[src/rtl/sp_flag_pkg.sv]
package sp_flag_pkg;

    // Bit positions inside the packed status word.
    localparam int unsigned ST_RRDY  = 0;
    localparam int unsigned ST_XRDY  = 1;
    localparam int unsigned ST_FSXO  = 2;
    localparam int unsigned ST_XBUSY = 3;
    localparam int unsigned ST_ROVR  = 4;
    localparam int unsigned ST_RINT  = 5;
    localparam int unsigned ST_XINT  = 6;
    localparam int unsigned ST_USED  = 7;

    typedef struct packed {
        logic rrdy;
        logic xrdy;
        logic fsx_oe;
        logic xbusy;
        logic rovr;
        logic rint;
        logic xint;
    } sp_flags_t;

endpackage

[src/rtl/sp_ready_delay.sv]
module sp_ready_delay #(
    parameter int unsigned DLY = 3
) (
    input  logic clk,
    input  logic rst_n,
    input  logic cancel_i,
    input  logic load_i,
    output logic done_o
);
    localparam int unsigned CW = (DLY < 2) ? 1 : $clog2(DLY);
    localparam logic [CW-1:0] START = CW'(DLY - 1);

    typedef struct packed {
        logic          pend;
        logic [CW-1:0] cnt;
    } dly_t;

    dly_t d, q;
    logic          pend_w;
    logic [CW-1:0] cnt_w;

    assign pend_w = q.pend;
    assign cnt_w  = q.cnt;
    // The count ends this cycle unless a restart or cancel arrives now.
    assign done_o = q.pend && (q.cnt == '0) && !load_i && !cancel_i;

    always_comb begin
        d = q;
        if (cancel_i) begin
            d = '0;
        end else if (load_i) begin
            d.pend = 1'b1;
            d.cnt  = START;
        end else if (done_o) begin
            d.pend = 1'b0;
        end else if (q.pend) begin
            d.cnt = q.cnt - 1'b1;
        end
    end

    always_ff @(posedge clk or negedge rst_n) begin
        if (!rst_n) q <= '0;
        else        q <= d;
    end


    count_progress_chk: assert property (@(posedge clk) disable iff (!rst_n)
        (pend_w && (cnt_w != '0) && !load_i && !cancel_i)
        |=> (pend_w && (cnt_w == $past(cnt_w) - 1'b1)));


    restart_chk: assert property (@(posedge clk) disable iff (!rst_n)
        (load_i && !cancel_i) |=> (pend_w && (cnt_w == START)));

endmodule

[src/rtl/sp_rx_flags.sv]
module sp_rx_flags (
    input  logic clk,
    input  logic rst_n,
    input  logic rcv_rst_i,
    input  logic cont_i,
    input  logic rbuf_load_i,
    input  logic rbuf_rd_i,
    input  logic rsh_full_i,
    input  logic rfs_i,
    input  logic stat_rd_i,
    input  logic rint_clr_i,
    input  logic ready_set_i,
    output logic rrdy_o,
    output logic rovr_o,
    output logic rint_o
);
    typedef struct packed {
        logic rrdy;
        logic rrdy_p;
        logic rbuf_full;
        logic rsr_full;
        logic ovr;
        logic rint;
    } rx_t;

    rx_t  d, q;
    logic ovr_hit;
    logic rsr_full_w, rbuf_full_w;

    assign rsr_full_w  = q.rsr_full;
    assign rbuf_full_w = q.rbuf_full;
    // Framed mode waits for a new frame sync before flagging the collision.
    assign ovr_hit = q.rsr_full && q.rbuf_full && (cont_i || rfs_i);

    always_comb begin
        d        = q;
        d.rrdy_p = q.rrdy;

        if (ready_set_i)    d.rrdy = 1'b1;
        else if (rbuf_rd_i) d.rrdy = 1'b0;

        if (rbuf_load_i)    d.rbuf_full = 1'b1;
        else if (rbuf_rd_i) d.rbuf_full = 1'b0;

        if (rsh_full_i)       d.rsr_full = 1'b1;
        else if (rbuf_load_i) d.rsr_full = 1'b0;

        if (ovr_hit)        d.ovr = 1'b1;
        else if (stat_rd_i) d.ovr = 1'b0;

        if (q.rrdy && !q.rrdy_p) d.rint = 1'b1;
        else if (rint_clr_i)     d.rint = 1'b0;

        if (rcv_rst_i) d = '0;
    end

    always_ff @(posedge clk or negedge rst_n) begin
        if (!rst_n) q <= '0;
        else        q <= d;
    end

    assign rrdy_o = q.rrdy;
    assign rovr_o = q.ovr;
    assign rint_o = q.rint;


    rd_clears_rrdy_chk: assert property (@(posedge clk) disable iff (!rst_n)
        (rbuf_rd_i && !ready_set_i && !rcv_rst_i) |=> !rrdy_o);


    cont_overrun_chk: assert property (@(posedge clk) disable iff (!rst_n)
        (cont_i && rsr_full_w && rbuf_full_w && !rcv_rst_i) |=> rovr_o);


    overrun_hold_chk: assert property (@(posedge clk) disable iff (!rst_n)
        (rovr_o && !stat_rd_i && !rcv_rst_i) |=> rovr_o);


    rint_on_rise_chk: assert property (@(posedge clk) disable iff (!rst_n)
        ($rose(rrdy_o) && !rcv_rst_i) |=> rint_o);

endmodule

[src/rtl/sp_tx_flags.sv]
module sp_tx_flags (
    input  logic clk,
    input  logic rst_n,
    input  logic xmt_rst_i,
    input  logic xbuf_wr_i,
    input  logic xsh_load_i,
    input  logic xsh_done_i,
    input  logic xint_clr_i,
    input  logic ready_set_i,
    output logic xrdy_o,
    output logic xsr_busy_o,
    output logic xint_o
);
    typedef struct packed {
        logic xrdy;
        logic xrdy_p;
        logic busy;
        logic xint;
    } tx_t;

    localparam tx_t TX_RST = '{xrdy: 1'b1, xrdy_p: 1'b1, busy: 1'b0, xint: 1'b0};

    tx_t d, q;

    always_comb begin
        d        = q;
        d.xrdy_p = q.xrdy;

        // A pending word keeps the buffer not-ready even if the delay ends now.
        if (xbuf_wr_i)        d.xrdy = 1'b0;
        else if (ready_set_i) d.xrdy = 1'b1;

        if (xsh_load_i)      d.busy = 1'b1;
        else if (xsh_done_i) d.busy = 1'b0;

        if (q.xrdy && !q.xrdy_p) d.xint = 1'b1;
        else if (xint_clr_i)     d.xint = 1'b0;

        if (xmt_rst_i) d = TX_RST;
    end

    always_ff @(posedge clk or negedge rst_n) begin
        if (!rst_n) q <= TX_RST;
        else        q <= d;
    end

    assign xrdy_o     = q.xrdy;
    assign xsr_busy_o = q.busy;
    assign xint_o     = q.xint;


    wr_drops_xrdy_chk: assert property (@(posedge clk) disable iff (!rst_n)
        (xbuf_wr_i && !xmt_rst_i) |=> !xrdy_o);


    load_sets_busy_chk: assert property (@(posedge clk) disable iff (!rst_n)
        (xsh_load_i && !xmt_rst_i) |=> xsr_busy_o);


    xrst_idles_chk: assert property (@(posedge clk) disable iff (!rst_n)
        xmt_rst_i |=> (!xsr_busy_o && xrdy_o && !xint_o));

endmodule

[src/rtl/sp_flag_ctrl.sv]
module sp_flag_ctrl
    import sp_flag_pkg::*;
#(
    parameter int unsigned RDY_DLY = 3,
    parameter int unsigned STAT_W  = 16
) (
    input  logic              clk,
    input  logic              rst_n,
    input  logic              cont_mode_i,
    input  logic              xmt_rst_i,
    input  logic              rcv_rst_i,
    input  logic              xbuf_wr_i,
    input  logic              xsh_load_i,
    input  logic              xsh_done_i,
    input  logic              rbuf_load_i,
    input  logic              rbuf_rd_i,
    input  logic              rsh_full_i,
    input  logic              rfs_i,
    input  logic              stat_rd_i,
    input  logic              rint_clr_i,
    input  logic              xint_clr_i,
    input  logic              fsx_dir_wr_i,
    input  logic              fsx_dir_val_i,
    output logic              rrdy_o,
    output logic              xrdy_o,
    output logic              xsr_busy_o,
    output logic              rovr_o,
    output logic              rint_o,
    output logic              xint_o,
    output logic              fsx_oe_o,
    output logic [STAT_W-1:0] stat_o
);
    localparam int unsigned NCH    = 2;
    localparam int unsigned CH_TX  = 0;
    localparam int unsigned CH_RX  = 1;

    logic [NCH-1:0] dly_load, dly_cancel, dly_done;
    logic           fsx_d, fsx_q;
    sp_flags_t      flags;

    assign dly_load[CH_TX]   = xsh_load_i;
    assign dly_load[CH_RX]   = rbuf_load_i;
    assign dly_cancel[CH_TX] = xmt_rst_i;
    assign dly_cancel[CH_RX] = rcv_rst_i;

    for (genvar c = 0; c < NCH; c++) begin : g_dly
        sp_ready_delay #(.DLY(RDY_DLY)) u_dly (
            .clk      (clk),
            .rst_n    (rst_n),
            .cancel_i (dly_cancel[c]),
            .load_i   (dly_load[c]),
            .done_o   (dly_done[c])
        );
    end

    sp_rx_flags u_rx (
        .clk         (clk),
        .rst_n       (rst_n),
        .rcv_rst_i   (rcv_rst_i),
        .cont_i      (cont_mode_i),
        .rbuf_load_i (rbuf_load_i),
        .rbuf_rd_i   (rbuf_rd_i),
        .rsh_full_i  (rsh_full_i),
        .rfs_i       (rfs_i),
        .stat_rd_i   (stat_rd_i),
        .rint_clr_i  (rint_clr_i),
        .ready_set_i (dly_done[CH_RX]),
        .rrdy_o      (rrdy_o),
        .rovr_o      (rovr_o),
        .rint_o      (rint_o)
    );

    sp_tx_flags u_tx (
        .clk         (clk),
        .rst_n       (rst_n),
        .xmt_rst_i   (xmt_rst_i),
        .xbuf_wr_i   (xbuf_wr_i),
        .xsh_load_i  (xsh_load_i),
        .xsh_done_i  (xsh_done_i),
        .xint_clr_i  (xint_clr_i),
        .ready_set_i (dly_done[CH_TX]),
        .xrdy_o      (xrdy_o),
        .xsr_busy_o  (xsr_busy_o),
        .xint_o      (xint_o)
    );

    always_comb begin
        fsx_d = fsx_q;
        if (fsx_dir_wr_i) fsx_d = fsx_dir_val_i;
    end

    always_ff @(posedge clk or negedge rst_n) begin
        if (!rst_n) fsx_q <= 1'b0;
        else        fsx_q <= fsx_d;
    end

    assign fsx_oe_o = fsx_q;

    always_comb begin
        flags.rrdy   = rrdy_o;
        flags.xrdy   = xrdy_o;
        flags.fsx_oe = fsx_q;
        flags.xbusy  = xsr_busy_o;
        flags.rovr   = rovr_o;
        flags.rint   = rint_o;
        flags.xint   = xint_o;
    end

    assign stat_o[ST_RRDY]  = flags.rrdy;
    assign stat_o[ST_XRDY]  = flags.xrdy;
    assign stat_o[ST_FSXO]  = flags.fsx_oe;
    assign stat_o[ST_XBUSY] = flags.xbusy;
    assign stat_o[ST_ROVR]  = flags.rovr;
    assign stat_o[ST_RINT]  = flags.rint;
    assign stat_o[ST_XINT]  = flags.xint;

    for (genvar g = ST_USED; g < STAT_W; g++) begin : g_rsv
        assign stat_o[g] = 1'b0;
    end


    fsx_write_chk: assert property (@(posedge clk) disable iff (!rst_n)
        fsx_dir_wr_i |=> (fsx_oe_o == $past(fsx_dir_val_i)));


    ovr_only_by_read_chk: assert property (@(posedge clk) disable iff (!rst_n)
        $fell(rovr_o) |-> ($past(stat_rd_i) || $past(rcv_rst_i)));

endmodule

[config.mk]
export PLATFORM = sky130hd
export DESIGN_NAME = sp_flag_ctrl
export DESIGN_NICKNAME = d
export VERILOG_FILES = /design/src/rtl/sp_flag_pkg.sv /design/src/rtl/sp_ready_delay.sv /design/src/rtl/sp_rx_flags.sv /design/src/rtl/sp_tx_flags.sv /design/src/rtl/sp_flag_ctrl.sv
export SDC_FILE = /design/constraint.sdc
export NUM_CORES = 1
export LEC_CHECK = 0
export ABC_AREA = 0
export ABC_CLOCK_PERIOD_IN_PS = 1250
export BUFFER_PORTS_ARGS = -buffer_cell sky130_fd_sc_hd__buf_2
export CAP_MARGIN = 15
export CELL_PAD_IN_SITES_DETAIL_PLACEMENT = 0
export CELL_PAD_IN_SITES_GLOBAL_PLACEMENT = 1
export CORE_ASPECT_RATIO = 1.2
export CORE_UTILIZATION = 35
export CTS_BUF_LIST = sky130_fd_sc_hd__clkbuf_8
export DETAILED_ROUTE_END_ITERATION = 8
export GPL_ROUTABILITY_DRIVEN = 0
export GPL_TIMING_DRIVEN = 0
export PLACE_DENSITY = 0.8
export SLEW_MARGIN = 30
export SYNTH_ARGS = -nofsm -noshare
export SYNTH_HDL_FRONTEND = slang
export SYNTH_HIERARCHICAL = 1
export SYNTH_SLANG_ARGS = --single-unit
[constraint.sdc]
create_clock -name clk -period 1.25 [get_ports clk]
set_input_delay 0.125 -clock clk [delete_from_list [all_inputs] [get_ports clk]]
set_output_delay 0.125 -clock clk [all_outputs]
set_load 0.05 [all_outputs]
==> Yosys cells after proc, flatten, opt, wreduce, memory -nomap -nowiden <==
Cells that the tools add are included.
{ "classes": {"n_eq_ne": 2, "n_reduce_logical": 33, "muxes": 27, "n_addsub": 2} }
{ "op_table": {"columns": ["operator", "n"], "rows": [
  ["$reduce_bool A3 Y1", 12],
  ["$mux W1", 17],
  ["$mux W3", 4],
  ["$logic_and A1 B1 Y1", 10],
  ["$mux W2", 4],
  ["$logic_not A1 Y1", 6],
  ["$mux W6", 1],
  ["$ne A3 B3 Y1 const B", 2],
  ["$logic_not A2 Y1", 2],
  ["$mux W4", 1],
  ["$reduce_and A2 Y1", 2],
  ["$sub A2 B1 Y2 const B", 2],
  ["$logic_or A1 B1 Y1", 1]
]} }
{ "word_totals": {"wordCells": 79, "ff_bits": 17, "in_bits": 17} }

==> Logic depth before layout (Yosys ltp) <==
{ "logic_depth": {"ltp_word": 7, "mapped_depth": 6} }

==> Hierarchy <==
Netlist, hierarchy kept.
{ "modules_own_cells": {"columns": ["mod", "cells_per_inst", "n_inst", "seq_area_each_um2", "area_each_um2"], "rows": [
  ["sp_ready_delay", 16, 2, 75.1, 172.7],
  ["sp_rx_flags", 22, 1, 150.1, 241.5],
  ["sp_flag_ctrl", 19, 1, 25.0, 163.9],
  ["sp_tx_flags", 13, 1, 102.6, 152.6]
]} }

==> Least setup slack after synthesis <==
OpenSTA, ideal clock, no wires.
{ "synth_path": {"path_kind": "register to register", "from": "register g_dly[0].u_dly.q, in the netlist g_dly[0].u_dly/cnt_w[0]", "to": "register g_dly[0].u_dly.q, in the netlist g_dly[0].u_dly/cnt_w[1]", "path_buffers": 0, "path_stages_with_launch": 6, "t_arrival_ns": 1.020, "t_required_ns": 1.154, "setup_slack_ns": 0.134, "setup_ns": 0.096, "path_cell_list": "dfrtp_1 inv_1 ha_1 nor2b_4 nor3_2 a311oi_2"} }
{ "synth_via": {"elab_chain_len": 6, "word_cells_on_any_way": 11, "classes_between": "add/sub: 1; eq/ne: 1; mux: 4; reduce/logical: 5"} }
{ "synth_lines": {"columns": ["element", "line_no", "rtl"], "rows": [
  ["from (decl)", "sp_ready_delay.sv:18", "dly_t d, q;"],
  ["from (signal assigned)", "sp_ready_delay.sv:42", "if (!rst_n) q <= '0;"],
  ["from (signal assigned)", "sp_ready_delay.sv:43", "else q <= d;"],
  ["branches (longest 6 deep; another with $sub A2 B1 Y2)", null, null]
]} }
Parallel ways; which one is timed is not known. The select of a mux whose other input is x is not followed.
A chain may end at the register's enable or synchronous reset.

==> Final worst setup path <==
{ "layout_path": {"from": "register u_tx.q, in the netlist u_tx/xrdy_o", "to": "output port xrdy_o"} }
{ "layout_lines": {"columns": ["element", "line_no", "rtl"], "rows": [
  ["from (decl)", "sp_tx_flags.sv:23", "tx_t d, q;"],
  ["from (signal assigned)", "sp_tx_flags.sv:43", "if (!rst_n) q <= TX_RST;"],
  ["from (signal assigned)", "sp_tx_flags.sv:44", "else q <= d;"],
  ["to (decl)", "sp_flag_ctrl.sv:25", "output logic xrdy_o,"]
]} }
No word-level cell between the ends.

==> results.md <==
- Initial DRC Count: 5
- Max Cap Violations: 0
- DP Area: 1122 sq um
- Clock root cell: clkbuf_8
- Hold Crit Start: xbuf_wr_i
- Kind of critical path: reg -> out
- Main synth FF type: dfrtp_1
- # diodes: 0
- Placeable Area: 2354 sq um
- Final hold slack: 17.35 ps
- RR Endpoint: g_dly[0].u_dly/cnt_w[1]$_DFFE_PN0P_
- Comb pwr share: 0.254
- Syn_area_per_cell: 10.50 sq um
- CP cell instances: buf_2
- Synth Register Bits: 17
- CTS tree: yes
- Clock transition at the registers of the reported paths: 60 ps
- Slowest stage delay, CP: 560 ps
- Critical Path AT: 1070 ps
- Setup TNS: 0 ps
- Post-DRT Antenna Nets: 0
- Crit path max-delay family: flip-flops
- Pin count of the biggest net entering global routing: 18
- Wire per inst: 9.292 um
- CP bufs+invs: 1
- Fmax: 833.8 MHz
- Pwr/cell area: 1117 nW/um^2
- Levels on crit path: 1
- WHS Path Cells: 2
- Clk Latency, worst-skew pair: 250 ps
- Final hold vios: 0
- Clk_skew: 2.866 ps
- Crit Path Max Fanout: 5
- Clock network power share: 0.297
- 1st-pass router iterations: 4
- Unique masters post-synth: 21
- DIE WIDTH: 48.38 um
- Overall Global Routing Usage: 0.1133
- Ranking of synthesized cells by area: dfrtp_1 (42%), buf_4 (13%), nand2b_1 (6.2%)
- Crit path capture type: output port
- Sw frac: 0.3110
- Sw power: 0.4151 mW
- Pint: 0.9196 mW
- EDFF count, synth: 0
- Initial antenna violation count: 0
- # port buffers: 30
- Hold Path Class: in -> reg
- Count leader, synth: buf_4
- Run status: completed
- Yosys top cell area share: 0.4155
- Initial Utilization: 0.3838
- Longest Clk Path Bufs: 2
- Cells on worst reg2reg path: 5
- Type of origin of the critical path: register
- Ports: 40
- Vias post-DR: 651
- Cells after Synth: 86
- Cell count after placement: 155
- Hold Crit Endpoint: u_tx/xrdy_o$_DFFE_PN1P_
- Syn Std Cell Area: 903.4 sq um
- # clock sinks: 17
- Endpoints failing setup: 0
- Seq pwr share: 0.450
- Die Height: 57.65 um
- RSZ-0062 raised after global routing: false
- Row Count: 19
- Commonest cells post-synth: buf_4 (16), dfrtp_1 (15), inv_1 (10), nand2b_1 (9), a21oi_1 (6)
- Overflow after GRT: 0
- Synth warn: 6
- FFs w/ async S/R, synth: 1.000
- Total power: 1.335 mW
- Post-synthesis sequential area ratio: 0.4737
- DRC errors left: 0
- Pleak: 0.6238 nW
- Layout area overhead: 32.27%
- TritonCTS buffer count: 3
- Post-route cell area: 1195 sq um
- Final std cells w/o fill: 161
- Share of layout cells above drive strength 1: 0.4923
- Die ar.: 2789 sq um
- Nets: 150
- Drt total wl: 1496 um
- Required time of the critical path: 1120 ps
- First-pass GRT wire length: 2428 um
- H-tree depth: 1
- Via-to-Cell Ratio: 4.043
- Ratio of final minimum period to clock period: 0.9595
- Worst reg-to-reg setup slack: 100 ps
- Crit Reg-Reg Startpoint: g_dly[0].u_dly/cnt_w[1]$_DFFE_PN0P_
- Maximum VDD drop: 0.7538 mV
- Largest area contributor in the synthesized netlist: dfrtp_1
- Final Max Tran Viols: 0
- Fin crit period: 1199 ps
- Number of global-route vias before repair: 593
- CP max stage cell: dfstp_2
layout make-up:
cell class                      count  area, sq um
Buffer                             16        120.1
Clock buffer                        3        41.29
Clock inverter                      1        5.005
Fill cell                         226         1159
Inverter                           10        37.54
Multi-Input combinational cell     51        350.3
Sequential cell                    17        427.9
Tap cell                           31        38.79
Timing Repair Buffer               32        173.9
worst reg2reg max path, stage by stage, from the launching register on:
cell      delay (ps)
dfrtp_1          360
inv_1             50
ha_1             220
nor2b_4          180
nor3_2            60
a311oi_2         200
cell usage in the layout (no fill, tap or decap), drive strengths merged:
cell type,synthesis,final
nor2,5,5
or2,1,1
buf,16,47
clkinv,0,1
conb,1,9
clkbuf,0,3
xnor2,2,2
a21oi,7,7
dfrtp,15,15
inv,10,10
o21bai,1,1
dlygate4sd3,0,1
mux2,1,1
nor2b,3,3
nand2b,9,9
nand2,2,2
ha,2,2
a311oi,2,2
nor3,6,6
o211ai,1,1
dfstp,2,2
timing repair:
action                                  4_1_cts  5_1_grt
hold endpoints to repair                     15        0
pin swaps                                     0        1
endpoints found under the setup margin        1        3
setup buffers                                 0        1
hold buffers                                  1        0
gates resized for setup                       1        2
power groups by stage:
stage	clock network, mW	logic [mW]	registers (mW)
finish	0.396	0.339	0.600
global placement	0	0.327	0.609
CTS	0.412	0.337	0.601
detailed placement	0	0.332	0.610
floorplan	0	0.213	0.647
global route	0.440	0.363	0.603
logic make-up after synthesis:
family / Yosys count / share of synthesized area
mux: 1 / 0.01662
simple gates: 26 / 0.1912
xor+xnor: 2 / 0.01939
compound gates: 11 / 0.09281
flops: 17 / 0.4737
fa+ha+maj: 2 / 0.02770
buf+inv: 26 / 0.1745
other cells: 1 / 0.004151
per-stage QoR:
stage,worst slack (ps),utilization
4_1_cts,9.893,0.5019
5_1_grt,2.178,0.5077
6_report,50.67,0.5077
3_3_place_gp,80.08,0.4769
2_1_floorplan,134.4,-
3_5_place_dp,32.00,0.4769
flip-flops by register name, summed over array words and instances, names as in the netlist:
signal	count
u_rx/rsr_full_w	1
g_dly.u_dly/pend_w	2
u_rx/rrdy_o	1
u_tx/xrdy_o	1
u_rx/rovr_o	1
u_tx/q	1
u_tx/xsr_busy_o	1
u_rx/rbuf_full_w	1
fsx_oe_o	1
u_tx/xint_o	1
g_dly.u_dly/cnt_w	4
u_rx/q	1
u_rx/rint_o	1
routing by layer:
metal  wire (um)  GRT usage
met1         604     0.1342
met5           0          0
met3          95    0.03675
met4           0    0.03782
met2         795     0.1952
how the worst max path moves through the flow:
stage                                              startpoint                                  end  slack, ps
final                                 u_tx/xrdy_o$_DFFE_PN1P_                               xrdy_o         50
after CTS                 g_dly[0].u_dly/cnt_w[0]$_DFFE_PN0P_  g_dly[0].u_dly/cnt_w[1]$_DFFE_PN0P_         10
after global routing      g_dly[1].u_dly/cnt_w[1]$_DFFE_PN0P_  g_dly[1].u_dly/cnt_w[1]$_DFFE_PN0P_          2
after floorplan           g_dly[0].u_dly/cnt_w[0]$_DFFE_PN0P_  g_dly[0].u_dly/cnt_w[1]$_DFFE_PN0P_        130
after global placement    g_dly[0].u_dly/cnt_w[0]$_DFFE_PN0P_  g_dly[0].u_dly/cnt_w[1]$_DFFE_PN0P_         80
after detailed placement  g_dly[0].u_dly/cnt_w[0]$_DFFE_PN0P_  g_dly[0].u_dly/cnt_w[1]$_DFFE_PN0P_         30
Power figures use the tool's default switching activity.
